$ cat src/rtl/vend_pkg.sv
// Package: shared widths, state codes and helper functions for the vending controller.
// Assumes: credit states are numbered in 5-cent units so that arithmetic on the code is credit arithmetic.
package vend_pkg;

    localparam int STATE_W = 4;
    localparam int UNIT_W  = 3;

    localparam logic [STATE_W-1:0] ST_IDLE       = 4'd0;
    localparam logic [STATE_W-1:0] ST_CREDIT_TOP = 4'd5;
    localparam logic [STATE_W-1:0] ST_BUY_LO     = 4'd6;
    localparam logic [STATE_W-1:0] ST_BUY_HI     = 4'd10;
    localparam logic [STATE_W-1:0] ST_RET20      = 4'd11;
    localparam logic [STATE_W-1:0] ST_RET15      = 4'd12;
    localparam logic [STATE_W-1:0] ST_RET10      = 4'd13;
    localparam logic [STATE_W-1:0] ST_RET5       = 4'd14;

    localparam logic [STATE_W-1:0] STEP_NICKEL  = 4'd1;
    localparam logic [STATE_W-1:0] STEP_DIME    = 4'd2;
    localparam logic [STATE_W-1:0] STEP_QUARTER = 4'd5;

    typedef enum logic [1:0] {
        COIN_NONE,
        COIN_NICKEL,
        COIN_DIME,
        COIN_QUARTER
    } coin_e;

    // Map a change amount in 5-cent units to the return state that pays it.
    function automatic logic [STATE_W-1:0] units_to_ret(input logic [UNIT_W-1:0] u);
        case (u)
            3'd1:    return ST_RET5;
            3'd2:    return ST_RET10;
            3'd3:    return ST_RET15;
            3'd4:    return ST_RET20;
            default: return ST_IDLE;
        endcase
    endfunction

    // Change still owed (5-cent units) in a return state; 0 elsewhere.
    function automatic logic [UNIT_W-1:0] ret_units(input logic [STATE_W-1:0] s);
        case (s)
            ST_RET20: return 3'd4;
            ST_RET15: return 3'd3;
            ST_RET10: return 3'd2;
            ST_RET5:  return 3'd1;
            default:  return 3'd0;
        endcase
    endfunction

    // True for the states that release a can.
    function automatic logic is_buy(input logic [STATE_W-1:0] s);
        return (s >= ST_BUY_LO) && (s <= ST_BUY_HI);
    endfunction

endpackage

$ cat src/rtl/vend_coin_prio.sv
// Module: vend_coin_prio
// Reduces the three coin pulses to one coin choice, quarter over dime over nickel.
// Assumes: pulses are already synchronous to clk and one cycle wide.
module vend_coin_prio
    import vend_pkg::*;
(
    input  logic  nickel,
    input  logic  dime,
    input  logic  quarter,
    output coin_e coin
);

    // Priority select of the coin seen this cycle.
    always_comb begin
        if (quarter)     coin = COIN_QUARTER;
        else if (dime)   coin = COIN_DIME;
        else if (nickel) coin = COIN_NICKEL;
        else             coin = COIN_NONE;
    end

endmodule

$ cat src/rtl/vend_next_state.sv
// Module: vend_next_state
// Next-state logic: adds credit, leaves purchase states, walks the change chain.
// Assumes: the current state comes from a register; unused codes recover to idle.
module vend_next_state
    import vend_pkg::*;
(
    input  logic [STATE_W-1:0] cur,
    input  coin_e              coin,
    output logic [STATE_W-1:0] nxt
);

    logic [STATE_W-1:0] step;
    logic [STATE_W-1:0] over;
    logic [UNIT_W-1:0]  owed;
    logic [UNIT_W-1:0]  left;

    // Credit increment for the selected coin.
    always_comb begin
        case (coin)
            COIN_QUARTER: step = STEP_QUARTER;
            COIN_DIME:    step = STEP_DIME;
            COIN_NICKEL:  step = STEP_NICKEL;
            default:      step = '0;
        endcase
    end

    // Overpayment in purchase states and change left after one return coin.
    always_comb begin
        over = cur - ST_BUY_LO;
        owed = ret_units(cur);
        left = (owed >= 3'd2) ? owed - 3'd2 : owed - 3'd1;
    end

    // State transition selection.
    always_comb begin
        if (cur <= ST_CREDIT_TOP)
            nxt = cur + step;
        else if (is_buy(cur))
            nxt = units_to_ret(over[UNIT_W-1:0]);
        else if (owed != '0)
            nxt = units_to_ret(left);
        else
            nxt = ST_IDLE;
    end

endmodule

$ cat src/rtl/vend_out_reg.sv
// Module: vend_out_reg
// Registers the dispense outputs from the next state so they line up with the
// state register and cannot glitch.
// Assumes: loaded on the same edge and reset as the state register.
module vend_out_reg
    import vend_pkg::*;
(
    input  logic               clk,
    input  logic               rst_n,
    input  logic [STATE_W-1:0] nxt,
    output logic               can_q,
    output logic               dime_q,
    output logic               nickel_q
);

    logic [UNIT_W-1:0] nxt_owed;

    // Change owed by the state about to be entered.
    always_comb nxt_owed = ret_units(nxt);

    // Output registers with synchronous reset.
    always_ff @(posedge clk) begin
        if (!rst_n) begin
            can_q    <= 1'b0;
            dime_q   <= 1'b0;
            nickel_q <= 1'b0;
        end else begin
            can_q    <= is_buy(nxt);
            dime_q   <= (nxt_owed >= 3'd2);
            nickel_q <= (nxt_owed == 3'd1);
        end
    end

    p_exclusive_r9: assert property (@(posedge clk) disable iff (!rst_n)
        $onehot0({can_q, dime_q, nickel_q}))
        else $error("more than one dispense output active");

endmodule

$ cat src/rtl/vend_ctrl.sv
// Module: vend_ctrl (top)
// Moore vending controller: 30-cent price, coin credit, can release, change return.
// Assumes: at most one coin per cycle in normal use; synchronous active-low reset.
module vend_ctrl
    import vend_pkg::*;
(
    input  logic               clk,
    input  logic               rst_n,
    input  logic               coin_nickel,
    input  logic               coin_dime,
    input  logic               coin_quarter,
    output logic               vend_can,
    output logic               give_dime,
    output logic               give_nickel,
    output logic [STATE_W-1:0] state_obs
);

    coin_e              coin;
    logic [STATE_W-1:0] state_q;
    logic [STATE_W-1:0] state_d;

    vend_coin_prio u_prio (
        .nickel  (coin_nickel),
        .dime    (coin_dime),
        .quarter (coin_quarter),
        .coin    (coin)
    );

    vend_next_state u_next (
        .cur  (state_q),
        .coin (coin),
        .nxt  (state_d)
    );

    vend_out_reg u_out (
        .clk      (clk),
        .rst_n    (rst_n),
        .nxt      (state_d),
        .can_q    (vend_can),
        .dime_q   (give_dime),
        .nickel_q (give_nickel)
    );

    // State register with synchronous reset to idle.
    always_ff @(posedge clk) begin
        if (!rst_n) state_q <= ST_IDLE;
        else        state_q <= state_d;
    end

    assign state_obs = state_q;

    p_reset_idle_r1: assert property (@(posedge clk) disable iff (!rst_n)
        $rose(rst_n) |-> (state_q == ST_IDLE) && !vend_can && !give_dime && !give_nickel)
        else $error("state not idle after reset");

    p_hold_r4: assert property (@(posedge clk) disable iff (!rst_n)
        (state_q <= ST_CREDIT_TOP) && !coin_nickel && !coin_dime && !coin_quarter
        |=> $stable(state_q))
        else $error("credit changed without a coin");

    p_can_match_r5: assert property (@(posedge clk) disable iff (!rst_n)
        vend_can == ((state_q >= ST_BUY_LO) && (state_q <= ST_BUY_HI)))
        else $error("vend_can disagrees with state");

    p_exact_price_r6: assert property (@(posedge clk) disable iff (!rst_n)
        (state_q == ST_BUY_LO) |=> (state_q == ST_IDLE))
        else $error("exact price did not return to idle");

    p_ret20_chain_r7: assert property (@(posedge clk) disable iff (!rst_n)
        (state_q == ST_RET20) |=> (state_q == ST_RET10))
        else $error("20-cent return did not go to 10-cent return");

    p_ignore_coin_r8: assert property (@(posedge clk) disable iff (!rst_n)
        (state_q == ST_RET15) |=> (state_q == ST_RET5))
        else $error("15-cent return disturbed");

    p_nickel_match_r9: assert property (@(posedge clk) disable iff (!rst_n)
        give_nickel == (state_q == ST_RET5))
        else $error("give_nickel disagrees with state");

endmodule

$ cat config.mk
export PLATFORM = sky130hd
export DESIGN_NAME = vend_ctrl
export DESIGN_NICKNAME = d
export VERILOG_FILES = /design/src/rtl/vend_pkg.sv /design/src/rtl/vend_coin_prio.sv /design/src/rtl/vend_next_state.sv /design/src/rtl/vend_out_reg.sv /design/src/rtl/vend_ctrl.sv
export SDC_FILE = /design/constraint.sdc
export NUM_CORES = 1
export LEC_CHECK = 0
export ABC_AREA = 1
export BUFFER_PORTS_ARGS = -buffer_cell sky130_fd_sc_hd__clkbuf_2
export CAP_MARGIN = 10
export CORE_MARGIN = 2
export CORE_UTILIZATION = 40
export CTS_CLUSTER_SIZE = 14
export DETAILED_ROUTE_END_ITERATION = 7
export GPL_ROUTABILITY_DRIVEN = 0
export GPL_TIMING_DRIVEN = 1
export SETUP_SLACK_MARGIN = 0.2
export SYNTH_ARGS = -nofsm -noshare
export SYNTH_HDL_FRONTEND = slang
export SYNTH_SLANG_ARGS = --single-unit
$ cat constraint.sdc
create_clock -name clk -period 3.5 [get_ports clk]
set_input_delay 0.525 -clock clk [delete_from_list [all_inputs] [get_ports clk]]
set_output_delay 0.525 -clock clk [all_outputs]
set_load 0.02 [all_outputs]
* Word level (Yosys, flattened, before mapping)
Index checks and enable logic that the tools add are counted.
** Operators by class
- Add/subtract/negate cells :: 4
- Order comparisons :: 7
- Eq/ne operators :: 20
- Multiplexer cells :: 12
- Reductions and logical operators :: 3
** Operators by type and width (count)
- equality test 4 bit (second input constant) :: 8
- one-hot mux 4 bit (4 select lines) :: 2
- one-hot mux 3 bit (4 select lines) :: 2
- equality test 3 x 2 -> 1 bit (second input constant) :: 4
- 2-to-1 mux 4 bit :: 3
- equality test 3 x 1 -> 1 bit (second input constant) :: 3
- one-hot mux 3 bit (3 select lines) :: 1
- greater-or-equal comparator 4 x 3 -> 1 bit (second input constant) :: 2
- <= comparator 4 bit (second input constant) :: 2
- equality test 3 bit (second input constant) :: 2
- greater-or-equal comparator 3 x 2 -> 1 bit (second input constant) :: 2
- adder 4 x 3 -> 4 bit :: 1
- equality test 2 bit (second input constant) :: 2
- <= comparator 4 x 3 -> 1 bit (second input constant) :: 1
- 2-to-1 mux 2 bit :: 2
- 2-to-1 mux 3 bit :: 1
- nonzero test 3 bit :: 1
- subtractor 3 x 1 -> 3 bit (second input constant) :: 1
- subtractor 3 x 2 -> 3 bit (second input constant) :: 1
- subtractor 3 bit (second input constant) :: 1
- equality test 2 x 1 -> 1 bit (second input constant) :: 1
- logical AND 1 bit :: 2
- 2-to-1 mux 1 bit :: 1
** Word-level totals
- Register bits after elaboration :: 7
- Input port bits :: 5
- Output and inout port bits :: 7
- Word-level logic and storage cells :: 50

* Logic depth before layout (Yosys ltp)
Gate-level depths: netlist (run 1).
- Depth in word-level cells :: 12
- Depth in mapped cells :: 17

* Modules after synthesis
From an unflattened synthesis (run 1), not the netlist that was laid out.
** Second synthesis, totals
- Cell total of the unflattened synthesis :: 129
- Area total of the unflattened synthesis :: 807.0 um^2
** Modules (own cells, without submodules)
- vend_next_state :: instances 1, cells each 96, area an instance 553.0 um^2
- vend_out_reg :: instances 1, cells each 16, area an instance 125.1 um^2
- vend_ctrl :: instances 1, cells each 12, area an instance 110.1 um^2
- vend_coin_prio :: instances 1, cells each 5, area an instance 18.8 um^2

* Worst setup path after synthesis (run 1)
Ideal clock, no wire load.
- Path kind :: reg-to-reg
- Start point :: register state_q[2] (netlist: state_obs[2])
- End point :: register u_out.can_q
- Data arrival time :: 1968 ps
- Required time :: 3390 ps
- Setup slack :: 1422 ps
- Cell stages (with the launch flop) :: 17
- Buffers on the path :: 0
- Cells stage by stage :: dfxtp_1 -> nand2_1 -> nor2_1 -> inv_1 -> ha_1 -> nand2_4 -> nand2_4 -> nand2_2 -> nand2_2 -> nor2_2 -> nand2_1 -> nand3_1 -> nand2_1 -> nand2_2 -> nand2_1 -> nand3_1 -> nor2_1
** Between the ends
- Cells in the longest elaborated chain, start to end :: 11
** RTL lines
- start: declaration :: RTL line vend_ctrl.sv:19 : logic [STATE_W-1:0] state_q;
- start signal: assignment :: RTL line vend_ctrl.sv:47 : else state_q <= state_d;
- equality test 4 bit :: RTL line vend_pkg.sv:41 : case (s)
- one-hot mux 3 bit (4 select lines) :: RTL line vend_pkg.sv:41
- subtractor 3 x 1 -> 3 bit, or another cell as far along :: RTL line vend_next_state.sv:31 : left = (owed >= 3'd2) ? owed - 3'd2 : owed - 3'd1;
- 2-to-1 mux 3 bit :: RTL line vend_next_state.sv:31
- equality test 3 bit, or another cell as far along :: RTL line vend_pkg.sv:30 : case (u)
- one-hot mux 4 bit (4 select lines) :: RTL line vend_pkg.sv:30
- 2-to-1 mux 4 bit :: RTL line vend_next_state.sv:40 : else if (owed != '0)
- 2-to-1 mux 4 bit :: RTL line vend_next_state.sv:38 : else if (is_buy(cur))
- 2-to-1 mux 4 bit * :: RTL line vend_next_state.sv:36 : if (cur <= ST_CREDIT_TOP)
- greater-or-equal comparator 4 x 3 -> 1 bit / <= comparator 4 bit (equally long branches) :: RTL line vend_pkg.sv:52 : return (s >= ST_BUY_LO) && (s <= ST_BUY_HI);
- logical AND 1 bit * :: RTL line vend_pkg.sv:52
- end signal: assignment :: RTL line vend_out_reg.sv:28 : can_q <= is_buy(nxt);
- end: declaration :: RTL line vend_out_reg.sv:11 : output logic can_q,
Every way passes the cells marked *; elsewhere a longest branch is shown, timed or not.
A chain may end at the register's enable or synchronous reset.

* Worst setup path after layout (run 1)
- Start point :: register state_q[2] (netlist: state_obs[2])
- End point :: register u_out.nickel_q
** Between the ends
- Cells in the longest elaborated chain, start to end :: 12
** RTL lines
- equality test 4 bit :: RTL line vend_pkg.sv:41
- one-hot mux 3 bit (4 select lines) :: RTL line vend_pkg.sv:41
- subtractor 3 x 1 -> 3 bit, or another cell as far along :: RTL line vend_next_state.sv:31
- 2-to-1 mux 3 bit :: RTL line vend_next_state.sv:31
- equality test 3 bit, or another cell as far along :: RTL line vend_pkg.sv:30
- one-hot mux 4 bit (4 select lines) :: RTL line vend_pkg.sv:30
- 2-to-1 mux 4 bit :: RTL line vend_next_state.sv:40
- 2-to-1 mux 4 bit :: RTL line vend_next_state.sv:38
- 2-to-1 mux 4 bit * :: RTL line vend_next_state.sv:36
- equality test 4 bit :: RTL line vend_pkg.sv:41
- one-hot mux 3 bit (4 select lines) * :: RTL line vend_pkg.sv:41
- equality test 3 x 1 -> 1 bit * :: RTL line vend_out_reg.sv:30 : nickel_q <= (nxt_owed == 3'd1);
- end signal: assignment :: RTL line vend_out_reg.sv:30
- end: declaration :: RTL line vend_out_reg.sv:13 : output logic nickel_q
Marked as above.

==> results of run 1 <==
==> metal layers <==
layer | global-route usage | vias to the layer above | wire, um
li1 | - | 423 | -
met1 | 0.2556 | 339 | 853
met2 | 0.2895 | 15 | 802
met3 | 0.03333 | 0 | 52
met4 | 0.02703 | 0 | 0
met5 | 0 | - | 0
==> final cells by class <==
| cell class | count | area share |
|---|---|---|
| Multi-Input combinational cell | 96 | 0.6278 |
| Sequential cell | 7 | 0.1573 |
| Inverter | 21 | 0.08848 |
| Timing Repair Buffer | 11 | 0.06180 |
| Tap cell | 25 | 0.03511 |
| Clock buffer | 4 | 0.02949 |
==> worst min-delay path: cells and delay by family <==
family | cells | cell delay (ns)
buffers and inverters | 1 | 0.09
and+or+nand+nor | 2 | 0.11
==> synthesized netlist by cell type, types with 2 or more instances <==
library cell / n
nand2_1: 31
nor2_1: 12
a21oi_1: 7
nand2_2: 6
inv_2: 3
nand2_4: 3
o21ai_1: 3
o21ai_0: 2
nand3_1: 10
inv_1: 18
ha_1: 8
nor2_2: 3
dfxtp_1: 7
==> metrics by stage <==
stage / util / total power, mW / worst slack, ns / cell area [sq um] / instances
after floorplan: - / 0.4829 / 1.422 / 782.0 / 125
after global placement: 0.4849 / 0.5759 / 1.302 / 864.6 / 160
after detailed placement: 0.4849 / 0.5849 / 1.256 / 864.6 / 160
after CTS: 0.4996 / 0.6633 / 1.223 / 890.9 / 164
after global routing: 0.4996 / 0.7331 / 0.9024 / 890.9 / 164
final: 0.4996 / 0.6583 / 1.230 / 890.9 / 164
==> state kept, by name, indices dropped and copies added (netlist names) <==
name / cells
u_out.nickel_q: 1
u_out.can_q: 1
u_out.dime_q: 1
state_obs: 4
==> report_power, final <==
part	internal (mW)	total, mW	leakage (nW)	switching [mW]
Combinational	0.154	0.433	0.408	0.278
Clock	0.0435	0.0726	0.0150	0.0291
Sequential	0.106	0.153	0.0575	0.0468
==> cell families (layout without fill, tap and decap cells) <==
logic type               Yosys count  in the layout  share of synthesized area
AO/OA/AOI/OAI                     17             17                     0.1248
XOR/XNOR                           1              1                    0.01120
adder cells (fa/ha/maj)            9              9                     0.1536
buffers and inverters             22             36                     0.1056
flip-flops                         7              7                     0.1792
AND/OR/NAND/NOR                   69             69                     0.4256
==> worst paths after layout <==
| check | to | slack, ns | start |
|---|---|---|---|
| worst max-delay path | u_out.nickel_q$_SDFF_PN0_ | 1.23 | state_obs[2]$_SDFF_PN0_ |
| worst min register to register | state_obs[2]$_SDFF_PN0_ | 0.85 | state_obs[3]$_SDFF_PN0_ |
| worst max register to register | u_out.nickel_q$_SDFF_PN0_ | 1.23 | state_obs[2]$_SDFF_PN0_ |
| worst min-delay path | u_out.can_q$_SDFF_PN0_ | 0.51 | rst_n |
==> metrics.txt, run 1 <==
vias in the first global route=a little over 700; clock skew=about 0.0052 ns; Synth cell types=25; cell area after synthesis=~780 sq um; syn_area_per_cell=~6.3 sq um; worst hold path type=input port to register; largest cells by area after synthesis=dfxtp_1 18%, nand2_1 15%, ha_1 13%; IO Port Bufs=11; Synth Instances=~130; R2R depth=14; Critical Path Start Type=register; final setup violation count=0; crit end category=register; Post-route DRC=0; io pins=12; Root Buffer=clkbuf_4; FP Rows=15; Yosys Warn Count=0; relative slew slack=0.7532; Die ar.=between 2000 and 2500 sq um; Crit path top cell by count=nand2_1; crit-path max cell delay=roughly 0.48 ns; diode count=0; Post-synth top flop=dfxtp_1; area share of the leading cell type in the synthesized netlist=0.1792; layout overhead on the synthesized area=13.92%; crit-path cells=nand2_1, nor2_1, inv_1, ha_1, nand3b_1, nand2_1, nand2_1, a21oi_1, nand2_1, nand3_1, nand2_1, nand2_2, nand2_1, nor3b_2; CTS tree=done; DR pass1 iterations=6; CP required=between 3 and 4 ns; drt first-iter violations=24; PostCTS Resize Cnt=0; nets=154; VDD IR max=around 0.43 mV; largest net degree at the start of global routing=9; first-pass GRT wire length=2.994 mm; sequential area share after synthesis=0.1792; CTS H-tree lvls=1; Core Region=about 1800 sq um; Seq. cell area=~140 sq um; Final Hold Vio Count=0; worst slew pin tran=roughly 0.37 ns; area leader, netlist=dfxtp_1; asr flop ratio synth=0; status=finished, final reports clean; Period Utilization, post-route=0.6486; # fillers=approximately 180; CP Buf/Inv Count=1; detailed placement HPWL=approximately 1.4 mm; gr ovfl total=0; hold_buf cts=0; most frequent cells in the layout=31 x nand2_1, 18 x inv_1, 12 x nor2_1; RSZ-0062 raised after global routing=false; CP delay by family, top=simple AND/OR/NAND/NOR gates; hold path cells=3; Starting Density=0.4386; Die H=slightly below 50 um; initial antenna violation count=0; slowest cell on the critical path=dfxtp_1; Longest Clk Path Bufs=2; Crit Path Class=register to register; clock latency on the worst-skew pair=0.25 ns; post-route ant nets=0; total wire length=between 1.5 and 2 mm; share of cells above drive strength 1=0.2302; PD cells=739.0 nW/um^2; Multi-input gate area=between 500 and 600 sq um; Critical Path Stages=14; Final Slew Violations=0; Max-Cap Viols=0; critical path peak fanout=7; CTS Sinks=7; total number of vias=roughly 780; postcts setup bufs=0; average via count per standard cell=approximately 4.7; commonest non-fill, non-tap cell in the layout=nand2_1; chip width=a little under 50 um; crit path DAT=~2.4 ns; fmax=440.5 MHz; setup TNS=0 ns; Post-synth EDFFs=0; Net Count, Synth=139; CTS buffer count=3; Tot GR Track Use=0.1804; clock slew at reported path FFs=about 0.050 ns; Synth Register Bits=7; Final min period=2.270 ns; WL per Instance=10.41 um; Hold WS=between 0.5 and 0.6 ns; Leak=0.4808 nW
Power figures use the tool's default switching activity.
==> run 2: changes to the inputs <==
clock period = 2.1 ns   (was 3.5 ns; I/O delays follow)
==> run 2 against run 1 <==
Sequential share of layout area fell by 2.4 points. Maximum frequency rose by 18%. Routed wire length rose by 28%. Critical path depth rose by 3. First-iteration DRC count fell by 42%. Setup slack got worse by 1.0 ns.
==> metrics.txt, run 2 (synthesis gave the netlist of run 1 again) <==
Die H=48.22 um (unchanged); clock latency on the worst-skew pair=0.25 ns (about the same); Post-route DRC=0 (unchanged); diode count=0 (unchanged); nets=168 (+9.1%); Starting Density=0.4386 (unchanged); worst hold path type=input port to register; Leak=0.5894 nW (+23%); vias in the first global route=794 (+11%); status=finished, final reports clean; worst slew pin tran=0.2776 ns (-0.09201 ns); Final Slew Violations=0 (unchanged); crit-path cells=nand2_4, nor2_4, buf_6, ha_4, nand2_4, nand2_4, nand2_1, nand2_1, nand2_1, nand2_2, nand2_1, nand2_1, nand2_2, inv_2, nand3_2, inv_1, nor2_1; Die ar.=2325 sq um (unchanged); hold path cells=3 (unchanged); CP Buf/Inv Count=3 (+2); r2r endpoint=u_out.can_q$_SDFF_PN0_; FF-to-FF Start=state_obs[2]$_SDFF_PN0_; relative slew slack=0.8149 (+0.06165); post-route ant nets=0 (unchanged); final instance area=1162 sq um (+30%); crit-path max cell delay=0.39 ns (-0.09 ns); setup TNS=0 ns (unchanged); PD cells=1257 nW/um^2 (+70%); Hold Startpoint=rst_n; Final min period=1.918 ns (-0.3516 ns); total number of vias=885 (+14%); DR pass1 iterations=4 (-2); crit path DAT=2.07 ns (-0.37 ns); Final Hold Vio Count=0 (unchanged); final setup violation count=0 (unchanged); CTS buffer count=3 (unchanged); CTS tree=done; CP delay by family, top=simple AND/OR/NAND/NOR gates; Util after Layout=0.6519 (+0.1523); io pins=12 (unchanged); FP Rows=15 (unchanged); initial antenna violation count=0 (unchanged); Hold EP=u_out.can_q$_SDFF_PN0_; commonest non-fill, non-tap cell in the layout=nand2_1; Period Utilization, post-route=0.9135 (+0.2649); gr ovfl total=0 (unchanged); most frequent cells in the layout=23 x nand2_1, 15 x inv_1, 13 x buf_4; VDD IR max=0.7254 mV (+67%); hold_buf cts=0 (unchanged); layout overhead on the synthesized area=48.64%; slowest cell on the critical path=dfxtp_4; detailed placement HPWL=1.401 mm (-0.40%); fmax=521.3 MHz (+18%); Max-Cap Viols=0 (unchanged); R2R depth=17 (+3); Critical Path Start Type=register; Core Region=1783 sq um (unchanged); average via count per standard cell=4.972 (+4.9%); clock slew at reported path FFs=0.06 ns (about the same); Crit Path Class=register to register; Tot GR Track Use=0.2008 (+0.02038); # fillers=151 (-15%); RSZ-0062 raised after global routing=true; crit end category=register; Root Buffer=clkbuf_4; Crit path top cell by count=nand2_1; share of cells above drive strength 1=0.4837 (+0.2534); drt first-iter violations=14 (-42%); clock skew=0.004030 ns (-0.001213 ns); Longest Clk Path Bufs=2 (unchanged); CP required=2.25 ns (-1.42 ns); IO Port Bufs=11 (unchanged); Post-DP Area=897.1 sq um (+3.8%); CTS H-tree lvls=1 (unchanged); WL per Instance=12.31 um (+18%); critical path peak fanout=6 (-1); total wire length=2.192 mm (+28%); first-pass GRT wire length=3.353 mm (+12%); reg-to-reg slack, setup=0.18 ns (-1.05 ns); Power Total=1.462 mW (+120%); max reg flops=4 (unchanged); chip width=48.22 um (unchanged); CTS Sinks=7 (unchanged); largest net degree at the start of global routing=8 (-1)
[run 2: final cells by class]
cell class	instances	area (sq um)	area share
Inverter	21	81.33	0.06997
Clock buffer	4	26.28	0.02261
Tap cell	25	31.28	0.02691
Multi-Input combinational cell	96	704.4	0.6060
Sequential cell	7	155.1	0.1335
Timing Repair Buffer	25	163.9	0.1410
[run 2: timing repair]
item,CTS,global route
hold endpoints to repair,0,0
resized for setup,18,23
setup endpoints to repair,4,5
setup buffers,6,5
pin swaps,5,16
[run 2: worst max-delay path by stage]
stage | cells after the start | endpoint | from
final | 17 | u_out.can_q$_SDFF_PN0_ | state_obs[2]$_SDFF_PN0_
after global routing | 14 | u_out.nickel_q$_SDFF_PN0_ | state_obs[0]$_SDFF_PN0_
after global placement | 14 | u_out.can_q$_SDFF_PN0_ | state_obs[2]$_SDFF_PN0_
after floorplan | 16 | u_out.can_q$_SDFF_PN0_ | state_obs[2]$_SDFF_PN0_
after detailed placement | 16 | u_out.can_q$_SDFF_PN0_ | state_obs[2]$_SDFF_PN0_
after CTS | 9 | u_out.can_q$_SDFF_PN0_ | state_obs[1]$_SDFF_PN0_
[run 2: power breakdown]
part           internal, mW  total (mW)  switching, mW
clock network        0.0728       0.126         0.0534
registers             0.197       0.264         0.0676
logic                 0.432        1.07          0.640
total                 0.701        1.46          0.761
[run 2: worst min-delay path, delay by kind of cell]
kind | cells | cell delay (ns)
buf+inv | 1 | 0.09
simple gates | 2 | 0.09
[run 2: metal layers]
metal  GRT usage  routed length (um)  vias up
li1            -                   -      452
met1      0.2489                 960      406
met2      0.3500                1146       23
met3     0.02593                  56        4
met4     0.07568                  29        0
met5           0                   0        -
[run 2: stage by stage]
stage,hold slack (ns),setup WS [ns],instances
6_report,0.2939,0.1817,178
5_1_grt,0.3219,0.05828,178
4_1_cts,0.3097,0.2035,173
3_5_place_dp,0.5647,0.04852,163
3_3_place_gp,0.5625,0.005456,163
2_1_floorplan,0.4534,0.2102,125
